<file path="src/rtl/ss_supervisor.sv">
module ss_supervisor #(
  parameter int LVL_W       = 8,
  parameter int CHG_DIV     = 6,
  parameter int DIS_LVL     = 16,
  parameter int RESTART_LVL = 240
) (
  input  logic             clk,
  input  logic             rst_n,
  input  logic             supply_ok,
  input  logic             vref_ok,
  input  logic             oc_raw,
  input  logic [LVL_W-1:0] phase_cmd,
  output logic             out_en,
  output logic             fault_latched,
  output logic [LVL_W-1:0] ss_level,
  output logic [LVL_W-1:0] phase_clamp
);
  localparam int DIV_W = $clog2(CHG_DIV + 1);
  localparam logic [LVL_W-1:0] FULL    = {LVL_W{1'b1}};
  localparam logic [LVL_W-1:0] FLOOR   = LVL_W'(DIS_LVL);
  localparam logic [LVL_W-1:0] RESTART = LVL_W'(RESTART_LVL);
  localparam logic [DIV_W-1:0] DIV_TOP = DIV_W'(CHG_DIV - 1);

  logic             oc_s1, oc_s2;
  logic             lock_q, dis_q, fault_q;
  logic [LVL_W-1:0] lvl_q;
  logic [DIV_W-1:0] div_q;
  logic             lockout, charging;

  assign lockout  = !supply_ok || !vref_ok;
  assign charging = !dis_q && !oc_s2 && (lvl_q != FULL);

  always_ff @(posedge clk or negedge rst_n) begin
    if (!rst_n) begin
      oc_s1   <= 1'b0;
      oc_s2   <= 1'b0;
      lock_q  <= 1'b1;
      dis_q   <= 1'b0;
      fault_q <= 1'b0;
      lvl_q   <= '0;
      div_q   <= '0;
    end else if (lockout) begin
      oc_s1   <= 1'b0;
      oc_s2   <= 1'b0;
      lock_q  <= 1'b1;
      dis_q   <= 1'b0;
      fault_q <= 1'b0;
      lvl_q   <= '0;
      div_q   <= '0;
    end else begin
      oc_s1  <= oc_raw;
      oc_s2  <= oc_s1;
      lock_q <= 1'b0;

      if (oc_s2 && lvl_q > FLOOR)
        dis_q <= 1'b1;
      else if (dis_q && lvl_q <= FLOOR)
        dis_q <= 1'b0;

      if (dis_q && lvl_q > FLOOR) begin
        lvl_q <= lvl_q - 1'b1;
        div_q <= '0;
      end else if (charging) begin
        if (div_q == DIV_TOP) begin
          div_q <= '0;
          lvl_q <= lvl_q + 1'b1;
        end else begin
          div_q <= div_q + 1'b1;
        end
      end else begin
        div_q <= '0;
      end

      if (oc_s2)
        fault_q <= 1'b1;
      else if (fault_q && !dis_q && lvl_q >= RESTART)
        fault_q <= 1'b0;
    end
  end

  assign out_en        = !lock_q && !fault_q && !oc_s2;
  assign fault_latched = fault_q;
  assign ss_level      = lvl_q;
  assign phase_clamp   = !out_en ? '0 : (lvl_q < phase_cmd ? lvl_q : phase_cmd);
endmodule

</file>
<file path="config.mk">
export PLATFORM = sky130hd
export DESIGN_NAME = ss_supervisor
export DESIGN_NICKNAME = d
export VERILOG_FILES = /design/src/rtl/ss_supervisor.sv
export SDC_FILE = /design/constraint.sdc
export NUM_CORES = 1
export LEC_CHECK = 0
export BUFFER_PORTS_ARGS = -buffer_cell sky130_fd_sc_hd__buf_2
export CAP_MARGIN = 20
export CORE_AREA = 2 2 54 56
export CTS_BUF_LIST = sky130_fd_sc_hd__clkbuf_4 sky130_fd_sc_hd__clkbuf_8
export CTS_CLUSTER_DIAMETER = 50
export DETAILED_ROUTE_END_ITERATION = 8
export DIE_AREA = 0 0 56 58
export GPL_ROUTABILITY_DRIVEN = 0
export PLACE_DENSITY = 0.79
export SYNTH_ARGS = -nofsm -noshare
export SYNTH_HDL_FRONTEND = slang
export SYNTH_SLANG_ARGS = --single-unit
</file>
<file path="constraint.sdc">
create_clock -name clk -period 2.98 [get_ports clk]
set_input_delay 0 -clock clk [delete_from_list [all_inputs] [get_ports clk]]
set_output_delay 0 -clock clk [all_outputs]
set_load 0.02 [all_outputs]
</file>
==> out/qor.yml <==
cts.sinks: 16
avgRoutedWirePerCell_um: 13.5
synth-edff-count: 0
core-area_um2: 2660
max_stage_delay_ps: 540
dr_total_vias: 1202
critPathTopFamily: "compound AO/OA/AOI/OAI gates"
finish.net_count: 213
ys_types: 34
synth_top_area_share: 0.294
die_y_um: 58
cts.root.buffer_cell: "clkbuf_4"
drt-met1-wl_um: 1280
syn-instance-count: 142
synth_commonest_cells: "21 x nand2_1, 16 x nor2_1, 15 x dfrtp_1"
finalSetupViolCount: 0
synth_fp_nets: 169
synth.area.top_cells: "dfrtp_1 29%, ha_1 13%, mux2i_1 9.4%"
antenna_cells: 0
min_path_cells: 2
drc: 0
power.leakage_nw: 0.867
synth-seq-cells: 16
grt_max_degree: 18
clk_pin_slew_ps: 90
arrival_ps: 3100
wl_met2_um: 1490
overflow: 0
reg2reg_depth: 9
min_from: "vref_ok"
yosys.area.top_type: "dfrtp_1"
rsz0062_at_grt: "yes"
ir_worst_vdd_mv: 0.262
r2r_start: "ss_level[0]"
crit_buf_inv: 0
yosysMostFrequentCell: "nand2_1"
finalCriticalPeriod_ps: 2980
first_pass_iters: 4
grt_pass1_vias: 1127
setup_slack_ps: 2.19
worstHoldEndpoint: "oc_s2"
cts_tree: "done"
async_flop_share: 1.00
crit_type: "register to register"
seq_area_frac_synth: 0.314
avgViaCountPerCell: 5.56
clock_latency_ps: 280
n_fill_cell: 251
drtIter0Drc: 38
start_kind: "register"
dp_cells: 206
fmax_mhz: 336
htreeDepth: 1
syn_area_um2: 1280
cts.path.max_buffers: 2
dieArea_um2: 3250
area_growth_pct: 27.2
hold_viol: 0
rows: 19
layout-drive-gt1-share: 0.308
register_area_um2: 405
initial_utilization: 0.480
wl_met3_um: 121
yosysWarningCount: 0
dp_hpwl_um: 2310
pin_count: 31
regToRegSetupSlack_ps: 2
tightest_slew_ps: 881
synth.avg_cell_area_um2: 9.00
multi_input_comb_area_um2: 853
period_share: 0.999
grt_pass1_wl_um: 4890
hp-class: "input port to register"
power_density_nw_per_um2: 247
required_ps: 3100
ant_nets: 0
numCtsBuffers: 3
dp_slack_ps: 23.2
top_layer: "met4"
grt_usage: 0.183
clock_skew_ps: 2.81
layout.cells.non_filler: 216
antenna_found_initial: 0
max-cap-violations: 0
ys.flop_type: "dfrtp_1"
r2r_end: "ss_level[6]"
status: "finished clean"
cp-end-kind: "register"
cp_max_fo: 4
cpMaxStageDelayCell: "or4_4"
die_x_um: 56
maxSlewViolCount: 0
totalWireLength_um: 2910
port_buffers: 30
finalPower_mw: 0.401
worstPathCellList: "or4_4 > a2111oi_4 > nor2_4 > fa_2 > a21o_1 > a311o_1 > a21oi_2 > xor2_1 > o22ai_1"
relSlewSlack: 0.413
[placed cells by master, fill, tap and decap left out, drive strengths merged, types with 3 or more instances in the layout]
cell	n
a211oi	4
a21o	5
a21oi	7
buf	40
clkbuf	4
dfrtp	15
ha	13
inv	9
mux2i	12
nand2	21
nand3	3
nand4	3
nor2	16
o21ai	4
xnor2	5
xor2	3
[kinds of logic (layout without fill, tap and decap cells)]
| group | after synthesis | after routing | synth area share |
|---|---|---|---|
| flops | 16 | 16 | 0.314 |
| xor+xnor | 8 | 8 | 0.0549 |
| compound gates | 28 | 28 | 0.167 |
| fa+ha+maj | 14 | 14 | 0.143 |
| mux | 13 | 13 | 0.103 |
| simple gates | 51 | 51 | 0.176 |
| buf+inv | 12 | 55 | 0.0421 |
[where the power goes]
part / total, mW / internal (mW) / switching, mW
clock network: 0.139 / 0.0742 / 0.0647
registers: 0.222 / 0.220 / 0.00219
logic: 0.0399 / 0.0164 / 0.0235
total: 0.401 / 0.311 / 0.0903
[cell type report]
| cell class | instances | area share |
|---|---|---|
| repair buffers | 42 | 0.159 |
| multi-input cells | 114 | 0.525 |
| clock buffers | 4 | 0.0223 |
| well taps | 31 | 0.0239 |
| flip-flops and latches | 16 | 0.249 |
| inverters | 9 | 0.0208 |
[state kept, by name (all words and copies together) (netlist names)]
register       count
lock_q             1
dis_q              1
oc_s1              1
oc_s2              1
fault_latched      1
div_q              3
ss_level           8
[how the worst max path moves through the flow]
stage                start     endpoint  cells past startpoint
3_5_place_dp   ss_level[3]  ss_level[6]                      9
4_1_cts        ss_level[3]  ss_level[6]                      9
3_3_place_gp   ss_level[3]  ss_level[6]                      9
5_1_grt        ss_level[0]  ss_level[6]                      9
2_1_floorplan  ss_level[3]  ss_level[6]                      9
6_report       ss_level[0]  ss_level[6]                      9
[per-stage QoR]
step            util  TNS, ps  instance area (µm²)  hold WS, ps
2_1_floorplan      -        0                 1290         -296
3_3_place_gp   0.565        0                 1510        -81.7
3_5_place_dp   0.565        0                 1510        -75.8
4_1_cts        0.586        0                 1560         18.3
5_1_grt        0.610     -121                 1630         16.4
6_report       0.610        0                 1630         23.1
[timing repair]
item	4_1_cts	5_1_grt
resized for setup	0	3
hold buffers	2	0
buffers inserted	0	4
endpoints found under the setup margin	0	1
hold endpoints to repair	17	0
[layer usage]
metal  vias to the layer above  GRT usage
met1                       571      0.237
met4                         0     0.0340
met3                         2     0.0134
li1                        588          -
met2                        41      0.339
met5                         -          0
Note: power is estimated with default switching activity, not from simulation.
